===== config.mk =====
export PLATFORM = sky130hd
export DESIGN_NAME = tft_pixel_fmt
export DESIGN_NICKNAME = d
export VERILOG_FILES = /design/src/rtl/tft_fmt_pkg.sv /design/src/rtl/tft_unpack.sv /design/src/rtl/tft_palette.sv /design/src/rtl/tft_widen.sv /design/src/rtl/tft_pixel_fmt.sv
export SDC_FILE = /design/constraint.sdc
export NUM_CORES = 2
export LEC_CHECK = 0
export BUFFER_PORTS_ARGS = -buffer_cell sky130_fd_sc_hd__buf_2
export CAP_MARGIN = 20
export CORE_ASPECT_RATIO = 2
export CORE_UTILIZATION = 37
export DETAILED_ROUTE_END_ITERATION = 16
export MAX_ROUTING_LAYER = met4
export SLEW_MARGIN = 20
export SYNTH_ARGS = -nofsm -noshare
export SYNTH_HDL_FRONTEND = slang
export SYNTH_SLANG_ARGS = --single-unit

===== constraint.sdc =====
create_clock -name clk -period 4.6 [get_ports clk]
set_input_delay 0.46 -clock clk [delete_from_list [all_inputs] [get_ports clk]]
set_output_delay 0.46 -clock clk [all_outputs]
set_load 0.01 [all_outputs]

===== src/rtl/tft_fmt_pkg.sv =====
package tft_fmt_pkg;

   typedef enum logic [2:0] {
      BPP_1  = 3'd0,
      BPP_2  = 3'd1,
      BPP_4  = 3'd2,
      BPP_8  = 3'd3,
      BPP_16 = 3'd4
   } bpp_e;

   typedef enum logic [1:0] {
      WID_TOP  = 2'd0,
      WID_LOW  = 2'd1,
      WID_COPY = 2'd2
   } widen_e;

   // v is a colour field left-justified in 6 bits; six selects 6-bit width
   function automatic logic [7:0] widen_chan(input logic [5:0] v,
                                             input logic       six,
                                             input logic [1:0] mode,
                                             input logic       fill);
      logic [4:0] c5;
      c5 = v[5:1];
      if (six) begin
         case (mode)
            WID_TOP: widen_chan = {v, {2{fill}}};
            WID_LOW: widen_chan = {{2{fill}}, v};
            default: widen_chan = {v, v[5:4]};
         endcase
      end else begin
         case (mode)
            WID_TOP: widen_chan = {c5, {3{fill}}};
            WID_LOW: widen_chan = {{3{fill}}, c5};
            default: widen_chan = {c5, c5[4:2]};
         endcase
      end
   endfunction

endpackage


===== src/rtl/tft_unpack.sv =====
module tft_unpack
   import tft_fmt_pkg::*;
#(
   parameter int WORD_W = 32,
   parameter int CNT_W  = 3
) (
   input  logic [WORD_W-1:0] word,
   input  logic [CNT_W-1:0]  cnt,
   input  bpp_e              bpp,
   output logic [15:0]       val,
   output logic              last
);

   localparam int N4  = WORD_W / 4;
   localparam int N8  = WORD_W / 8;
   localparam int N16 = WORD_W / 16;

   logic [3:0]  lane4  [N4];
   logic [7:0]  lane8  [N8];
   logic [15:0] lane16 [N16];

   for (genvar i = 0; i < N4; i++) begin : g_l4
      assign lane4[i] = word[4*i +: 4];
   end
   for (genvar i = 0; i < N8; i++) begin : g_l8
      assign lane8[i] = word[8*i +: 8];
   end
   for (genvar i = 0; i < N16; i++) begin : g_l16
      assign lane16[i] = word[16*i +: 16];
   end

   always_comb begin
      case (bpp)
         BPP_4: begin
            val  = {12'd0, lane4[cnt]};
            last = (cnt == CNT_W'(N4 - 1));
         end
         BPP_8: begin
            val  = {8'd0, lane8[cnt[CNT_W-2:0]]};
            last = (cnt[CNT_W-2:0] == (CNT_W-1)'(N8 - 1));
         end
         default: begin
            val  = lane16[cnt[CNT_W-3:0]];
            last = (cnt[CNT_W-3:0] == (CNT_W-2)'(N16 - 1));
         end
      endcase
   end

endmodule


===== src/rtl/tft_palette.sv =====
module tft_palette #(
   parameter int DEPTH = 256,
   parameter int AW    = 8
) (
   input  logic          clk,
   input  logic          rst_n,
   input  logic          we,
   input  logic [AW-1:0] waddr,
   input  logic [15:0]   wdata,
   input  logic          re,
   input  logic [AW-1:0] raddr,
   output logic [15:0]   rdata
);

   logic [15:0] mem [DEPTH];

   always_ff @(posedge clk) begin
      if (we) mem[waddr] <= wdata;
   end

   always_ff @(posedge clk or negedge rst_n) begin
      if (!rst_n)  rdata <= '0;
      else if (re) rdata <= mem[raddr];
   end

endmodule


===== src/rtl/tft_widen.sv =====
module tft_widen
   import tft_fmt_pkg::*;
(
   input  logic [15:0] pix,
   input  logic [1:0]  split,
   input  logic [1:0]  mode,
   input  logic        fill,
   output logic [23:0] wide
);

   logic [5:0] fld [3];
   logic [2:0] six;

   always_comb begin
      case (split)
         2'd0: begin
            fld[0] = pix[15:10];
            fld[1] = {pix[9:5], 1'b0};
            fld[2] = {pix[4:0], 1'b0};
            six    = 3'b001;
         end
         2'd2: begin
            fld[0] = {pix[15:11], 1'b0};
            fld[1] = {pix[10:6], 1'b0};
            fld[2] = pix[5:0];
            six    = 3'b100;
         end
         default: begin
            fld[0] = {pix[15:11], 1'b0};
            fld[1] = pix[10:5];
            fld[2] = {pix[4:0], 1'b0};
            six    = 3'b010;
         end
      endcase
   end

   for (genvar ch = 0; ch < 3; ch++) begin : g_chan
      assign wide[23-8*ch -: 8] = widen_chan(fld[ch], six[ch], mode, fill);
   end

endmodule


===== src/rtl/tft_pixel_fmt.sv =====
module tft_pixel_fmt
   import tft_fmt_pkg::*;
#(
   parameter int WORD_W    = 32,
   parameter int PAL_DEPTH = 256,
   parameter int WIDE_W    = 24
) (
   input  logic                         clk,
   input  logic                         rst_n,
   input  logic                         cfg_active,
   input  logic [2:0]                   cfg_bpp,
   input  logic [1:0]                   cfg_split,
   input  logic [1:0]                   cfg_widen,
   input  logic                         cfg_fill,
   input  logic                         pal_we,
   input  logic [$clog2(PAL_DEPTH)-1:0] pal_waddr,
   input  logic [15:0]                  pal_wdata,
   input  logic                         in_valid,
   input  logic [WORD_W-1:0]            in_data,
   output logic                         in_ready,
   output logic                         out_valid,
   input  logic                         out_ready,
   output logic [15:0]                  out_pix,
   output logic [WIDE_W-1:0]            out_wide,
   output logic                         mode_err
);

   localparam int CNT_W = $clog2(WORD_W / 4);
   localparam int AW    = $clog2(PAL_DEPTH);

   if (WORD_W < 32 || (WORD_W & (WORD_W - 1)) != 0) begin : g_bad_word
      $error("WORD_W must be a power of two of at least 32");
   end
   if (PAL_DEPTH < 256 || AW > 16) begin : g_bad_pal
      $error("PAL_DEPTH must hold every 8-bit index");
   end
   if (WIDE_W != 24) begin : g_bad_wide
      $error("WIDE_W must be 24 (8:8:8)");
   end

   bpp_e bpp;
   logic mode_ok;
   assign bpp      = bpp_e'(cfg_bpp);
   assign mode_ok  = (bpp == BPP_4) || (bpp == BPP_8) || (bpp == BPP_16);
   assign mode_err = cfg_active && !mode_ok;

   // unpack stage
   logic              a_valid;
   logic [WORD_W-1:0] a_word;
   logic [CNT_W-1:0]  a_cnt;
   logic [15:0]       val;
   logic              last;
   logic              issue, accept;

   // output stage
   logic        b_valid, b_direct;
   logic [15:0] b_raw, pal_rdata;

   assign in_ready = cfg_active && (mode_err || !a_valid);
   assign accept   = in_valid && in_ready;
   assign issue    = a_valid && mode_ok && (!b_valid || out_ready);

   tft_unpack #(.WORD_W(WORD_W), .CNT_W(CNT_W)) i_unpack (
      .word (a_word),
      .cnt  (a_cnt),
      .bpp  (bpp),
      .val  (val),
      .last (last)
   );

   always_ff @(posedge clk or negedge rst_n) begin
      if (!rst_n) begin
         a_valid <= 1'b0;
         a_word  <= '0;
         a_cnt   <= '0;
      end else if (accept && !mode_err) begin
         a_valid <= 1'b1;
         a_word  <= in_data;
         a_cnt   <= '0;
      end else if (issue) begin
         if (last) a_valid <= 1'b0;
         a_cnt <= a_cnt + 1'b1;
      end
   end

   tft_palette #(.DEPTH(PAL_DEPTH), .AW(AW)) i_pal (
      .clk   (clk),
      .rst_n (rst_n),
      .we    (pal_we),
      .waddr (pal_waddr),
      .wdata (pal_wdata),
      .re    (issue && (bpp != BPP_16)),
      .raddr (val[AW-1:0]),
      .rdata (pal_rdata)
   );

   always_ff @(posedge clk or negedge rst_n) begin
      if (!rst_n) begin
         b_valid  <= 1'b0;
         b_direct <= 1'b0;
         b_raw    <= '0;
      end else if (issue) begin
         b_valid  <= 1'b1;
         b_direct <= (bpp == BPP_16);
         b_raw    <= val;
      end else if (out_ready) begin
         b_valid  <= 1'b0;
      end
   end

   assign out_valid = b_valid;
   assign out_pix   = b_direct ? b_raw : pal_rdata;

   tft_widen i_widen (
      .pix   (out_pix),
      .split (cfg_split),
      .mode  (cfg_widen),
      .fill  (cfg_fill),
      .wide  (out_wide)
   );

endmodule


# Word level (Yosys, flattened, before mapping)
# Memories as Yosys holds them, arrays and structs flattened. A register that Yosys moved wholly into a read port is not among the register bits.
# Cells that the tools add are included.
# op_classes
n_addsub	1
magnitude_cmp	3
n_eq_ne	8
mux	32
bitwise_logic	3
reduce_logical	22
# ops
op	n
one-hot mux 8 bit (2 select lines)	6
2-to-1 mux 16 bit	4
2-to-1 mux 8 bit	5
one-hot mux 16 bit (2 select lines)	1
one-hot mux 13 bit (2 select lines)	1
binary-select mux 8 bit (select 2 bit)	1
binary-select mux 4 bit (select 3 bit)	1
2-to-1 mux 4 bit	2
logical AND 1 bit	7
2-to-1 mux 1 bit	7
== test 3 x 2 -> 1 bit, second input constant	2
== test 3 bit, second input constant	2
2-to-1 mux 3 bit	2
one-hot mux 3 bit (2 select lines)	1
nonzero test 2 bit	3
zero test 1 bit	5
== test 2 bit, second input constant	2
greater-or-equal comparator 4 bit, second input constant	1
zero test 2 bit	2
logical OR 1 bit	4
NOT 3 -> 4 bit	1
adder 3 x 1 -> 3 bit, second input constant	1
greater-or-equal comparator 3 bit, second input constant	1
inequality test 3 bit, second input constant	1
6 further kinds	6
# word_totals
ff_bits	54
mem_bits_rw	4096
input_bits	70
out_inout_bits	43
elab_cells	76
memories	1
# memory_table
name	words	word_bits	read_ports	rd_ports_with_merged_regs	write_ports	line_no	source
i_pal.mem	256	16	1	1	1	tft_palette.sv:15	logic [15:0] mem [DEPTH];

# Longest topological paths before layout
# depth
word_depth	11
ltp_mapped	19
depth_no_buf	10

# Modules after synthesis
# Synthesis repeated with hierarchy kept, for this count alone.
# unflattened
cells_unflattened	7901
area_unflattened_um2	163214.0
# modules_own_cells
module	n_inst	cells_each	area_each_um2	seq_area_each_um2
tft_palette	1	7536	159113.9	123398.3
tft_pixel_fmt	1	155	2467.4	1351.3
tft_unpack	1	96	872.1	0.0
tft_widen	1	114	760.7	0.0

# Least setup slack after synthesis
# No wires, ideal clock.
# synth_timing
path_kind	register to register
startpoint	reg a_cnt[1]
endpoint	reg i_pal.rdata[1] (read register of i_pal.mem)
setup_time_ns	0.126
arrival_time_ns	3.357
required_ns	4.474
setup_slack_ns	1.117
stages_incl_launch_ff	15
path_buffers	5
period_less_slack_ns	3.483
cell_sequence	dfrtp_1 buf_6 buf_6 mux4_2 nor2b_1 a221oi_4 buf_4 clkbuf_1 buf_2 mux2i_1 o22ai_1 o31ai_1 o21ai_0 o32a_1 o32a_1
# synth_via
elab_chain_cells	5
elab_cells_between_ends	9
classes_between	7 x mux; 2 x bitwise
# synth_lines
element	line_no	source
start, declared	tft_pixel_fmt.sv:50	logic [CNT_W-1:0] a_cnt;
start signal, assigned	tft_pixel_fmt.sv:82	a_cnt <= a_cnt + 1'b1;
NOT 3 -> 4 bit (implied by the code) or NOT 2 -> 3 bit (tied branches)	tft_unpack.sv:35, tft_unpack.sv:39	
binary-select mux 4 bit (select 3 bit) or binary-select mux 8 bit (select 2 bit) (tied branches)	tft_unpack.sv:35, tft_unpack.sv:39	
2-to-1 mux 4 bit (implied by the code) or 2-to-1 mux 8 bit (tied branches) (2 in series)	tft_unpack.sv:35, tft_unpack.sv:39	
one-hot mux 16 bit (2 select lines) *	tft_unpack.sv:33	case (bpp)
end, declared	tft_palette.sv:12	output logic [15:0] rdata
# Every way passes the cells marked *; elsewhere a longest branch is shown, timed or not. The select of a mux whose other input is x is not followed.
# A chain may end at the register's enable or synchronous reset.

# Worst setup path after layout
# layout_timing
startpoint	reg a_cnt[1]
endpoint	reg i_pal.rdata[11] (read register of i_pal.mem)
# The elaborated chain is that of the path after synthesis.

==> impl_results.md <==
* First-pass GRT wire length at 777000 µm
* Antenna violations before repair at 33
* Post-synth top flop: edfxtp_1
* Worst Path Required at 5.42 ns
* Synthesized area per cell at 14.2 µm²
* Post-layout util at 0.433
* TritonCTS Buffers at 344
* Status: complete, but fails checks
* Area fraction of the dominant cell type after synthesis at 0.743
* Largest cells by area after synthesis: edfxtp_1, nand2_1, mux2i_1, nand3_1, a21oi_1
* Minimum clock period at 4.64 ns
* Slack of the worst reg-to-reg path at -0.04 ns
* Clock buffer depth at 4
* Mapped cell area at 0.166 mm²
* PwrDens at 593 mW/mm²
* Core ar. at 0.446 mm²
* Layout cell share with drive strength beyond 1 at 0.149
* Reg2reg end: i_pal.rdata[11]
* Die area at 0.450 mm²
* Die Height at 948 µm
* Worst Hold End: i_pal.mem[130][0]
* Max Fclk at 0.215 GHz
* Final worst slack at -0.0408 ns
* Failing checks: setup timing
* Max-slew headroom at 0.146
* Worst R2R Path Depth at 14
* Initial core utilization at 0.371
* Clk slew on worst S/H paths at 0.07 ns
* Crit-path cells: buf_12 -> mux4_2 -> nor2b_2 -> a221oi_4 -> buf_12 -> buf_12 -> buf_16 -> buf_4 -> mux2i_1 -> o22ai_1 -> o21ai_1 -> a21boi_0 -> buf_4 -> o41a_1
* Post-synth cell types at 84
* Final ANT Viol Nets at 0
* WL per Instance at 29.9 µm
* Final Hold Fails at 0
* Crit-path max cell delay at 0.58 ns
* Worst-margin pin slew at 1.28 ns
* CTS tree: built
* Worst VDD drop at 477 µV
* Leakage at 0.0666 µW
* Max-cap violations at 0
* Yosys Warn Count at 0
* Total negative setup slack at -0.0792 ns
* Worst path most repeated cell: buf_12
* Worst-skew pair later-pin latency at 0.97 ns
* Final instance area at 0.193 mm²
* DP Area at 0.181 mm²
* Routed vias at 107000
* Worst Setup Path Type: reg -> reg
* Nets at 12600
* CP Launch Type: flip-flop
* H-tree depth at 5
* Area Growth Syn to Fin at 16.7%
* CTS Sinks at 4166
* Dpl hpwl at 371000 µm
* CTS Root Buffer Type: clkbuf_16
* Syn nets at 11700
* Worst Hold Depth at 1
* Setup violators final at 3
* Gr usage total at 0.250
* Hold Crit Class: in -> reg
* Via density at 5.67
* # rows at 347
* Critical path's slowest cell: mux2i_1
* Largest area contributor in the netlist: edfxtp_1
* Input/output buffers at 112
* Io pins at 113
* Hold slack at 0.0348 ns
* Cell count after synthesis at 11700
* DRT iter0 DRCs at 12000
* Crit path DAT at 5.47 ns
* Final WL at 562000 µm
* Worst Skew at 0.0805 ns
* Sequential fraction of the synthesis area at 0.753
* Reg-to-Reg Start: a_cnt[1]
* Placed cells at 18100
* Post-route DRC at 0
* Final-report max-slew violation count at 0
* Post-synthesis register bit count at 4166
* Post-synth EDFFs at 4096
* Min-delay src: pal_wdata[0]
* Final instance count without filler cells at 18800
* GP Congestion at 0.960
* DR pass1 iterations at 11
* Final worst-path cycle share at 1.01
* Ys async rst share at 0.0168
* GRT overflow at 0
* Largest net degree at the start of global routing at 147
* Number of global-route vias before repair at 104000
* Die Wd at 475 µm
* Crit end category: flip-flop
* Crit Path Max Fanout at 25
[worst max path at each step]
| stage | from | to | slack (ns) | depth (start not counted) |
|---|---|---|---|---|
| detailed placement | cfg_bpp[0] | i_pal.rdata[15] | -0.62 | 15 |
| global route | a_cnt[1] | i_pal.rdata[4] | -0.03 | 16 |
| floorplan | a_cnt[1] | i_pal.rdata[1] | 1.12 | 14 |
| finish | a_cnt[1] | i_pal.rdata[11] | -0.04 | 14 |
| CTS | a_cnt[1] | i_pal.rdata[11] | 0.0008 | 16 |
| global placement | cfg_bpp[0] | i_pal.rdata[10] | -1.04 | 17 |
[cells in the final DEF (no fill, tap or decap), types with 27 or more instances in the layout]
cell type / count
nor3_1: 113
dfrtp_1: 69
nand2_1: 2831
nand3_1: 820
buf_2: 95
or4_1: 50
bufinv_16: 39
o31ai_1: 27
edfxtp_1: 4096
mux2_2: 30
o21ai_0: 96
buf_4: 942
dlygate4sd3_1: 45
a311oi_1: 90
clkinv_1: 68
a221oi_1: 103
clkbuf_1: 52
a32oi_1: 109
o22ai_1: 126
mux2i_1: 721
buf_12: 174
clkbuf_16: 359
and3_1: 124
nor2_1: 314
clkinv_2: 65
nand4_1: 99
a31oi_1: 232
a22oi_1: 28
diode_2: 71
a21oi_1: 372
o211ai_1: 46
[what timing repair did]
| item | CTS | global route |
|---|---|---|
| setup endpoints to repair | 16 | 12 |
| endpoints found under the hold margin | 361 | 36 |
| gates resized for setup | 13 | 43 |
| pin swaps | 0 | 4 |
| cloned | 0 | 6 |
| hold buffers | 44 | 1 |
| buffers inserted | 1 | 7 |
[synthesized netlist by cell type (110+ instances only)]
master    count
nand3_1     831
clkbuf_1    285
a21oi_1     376
a31oi_1     232
nand2_1    2837
o22ai_1     126
edfxtp_1   4096
nor3_1      120
buf_2       269
buf_4       117
and3_1      124
mux2i_1     721
nor2_1      338
a32oi_1     110
[cells by family after synthesis]
kind of cell | Yosys count | synth area share
AND/OR/NAND/NOR | 4493 | 0.115
flip-flops | 4166 | 0.753
AO/OA/AOI/OAI | 1448 | 0.0597
buffers and inverters | 779 | 0.0244
multiplexers | 762 | 0.0470
adder cells (fa/ha/maj) | 2 | 0.000151
XOR/XNOR | 1 | 0.0000529
[stage by stage]
stage,setup slack (ns),power (µW)
finish,-0.0408,115000
detailed placement,-0.615,84000
floorplan,1.12,64100
global route,-0.0278,118000
global placement,-1.04,83800
CTS,0.000822,114000
[worst max-delay path: cells and delay by family (launching register included)]
| family | cells | cell delay, ns |
|---|---|---|
| and+or+nand+nor | 1 | 0.20 |
| AOI/OAI and AO/OA | 5 | 1.44 |
| DFF | 1 | 0.37 |
| buffers and inverters | 6 | 1.26 |
| muxes | 2 | 1.09 |
[routing by layer]
metal  part of all wire  up-vias  global-route usage  wire length, µm
met5                  0        -                   -                0
met4               0.10        0               0.213            58700
met3              0.069     1648              0.0326            38800
met2               0.51     5152               0.428           285000
met1               0.32    54200               0.252           179000
li1                   -    45700                   -                -
[state kept, by name, indices dropped and copies added, names as in the netlist]
register / cells
a_word: 32
i_pal.rdata: 16
i_pal.mem: 4096
a_cnt: 3
a_valid: 1
out_valid: 1
b_direct: 1
b_raw: 16
[power by group]
group | leakage [µW] | switching, µW | internal (µW)
clock | 0.00547 | 13800 | 16400
combinational | 0.0234 | 27600 | 14300
sequential | 0.0377 | 642 | 42000
total | 0.0666 | 42000 | 72600
[area by class of cell]
class | count | area (µm²)
clock buffers | 410 | 9110
well taps | 5933 | 7420
multi-input cells | 6707 | 37400
inverters | 16 | 60.1
clock inverters | 209 | 2090
repair buffers | 1295 | 12200
fillers | 39800 | 253000
diodes | 71 | 178
flip-flops and latches | 4166 | 125000
No activity file was read; power rests on OpenSTA's default activity.
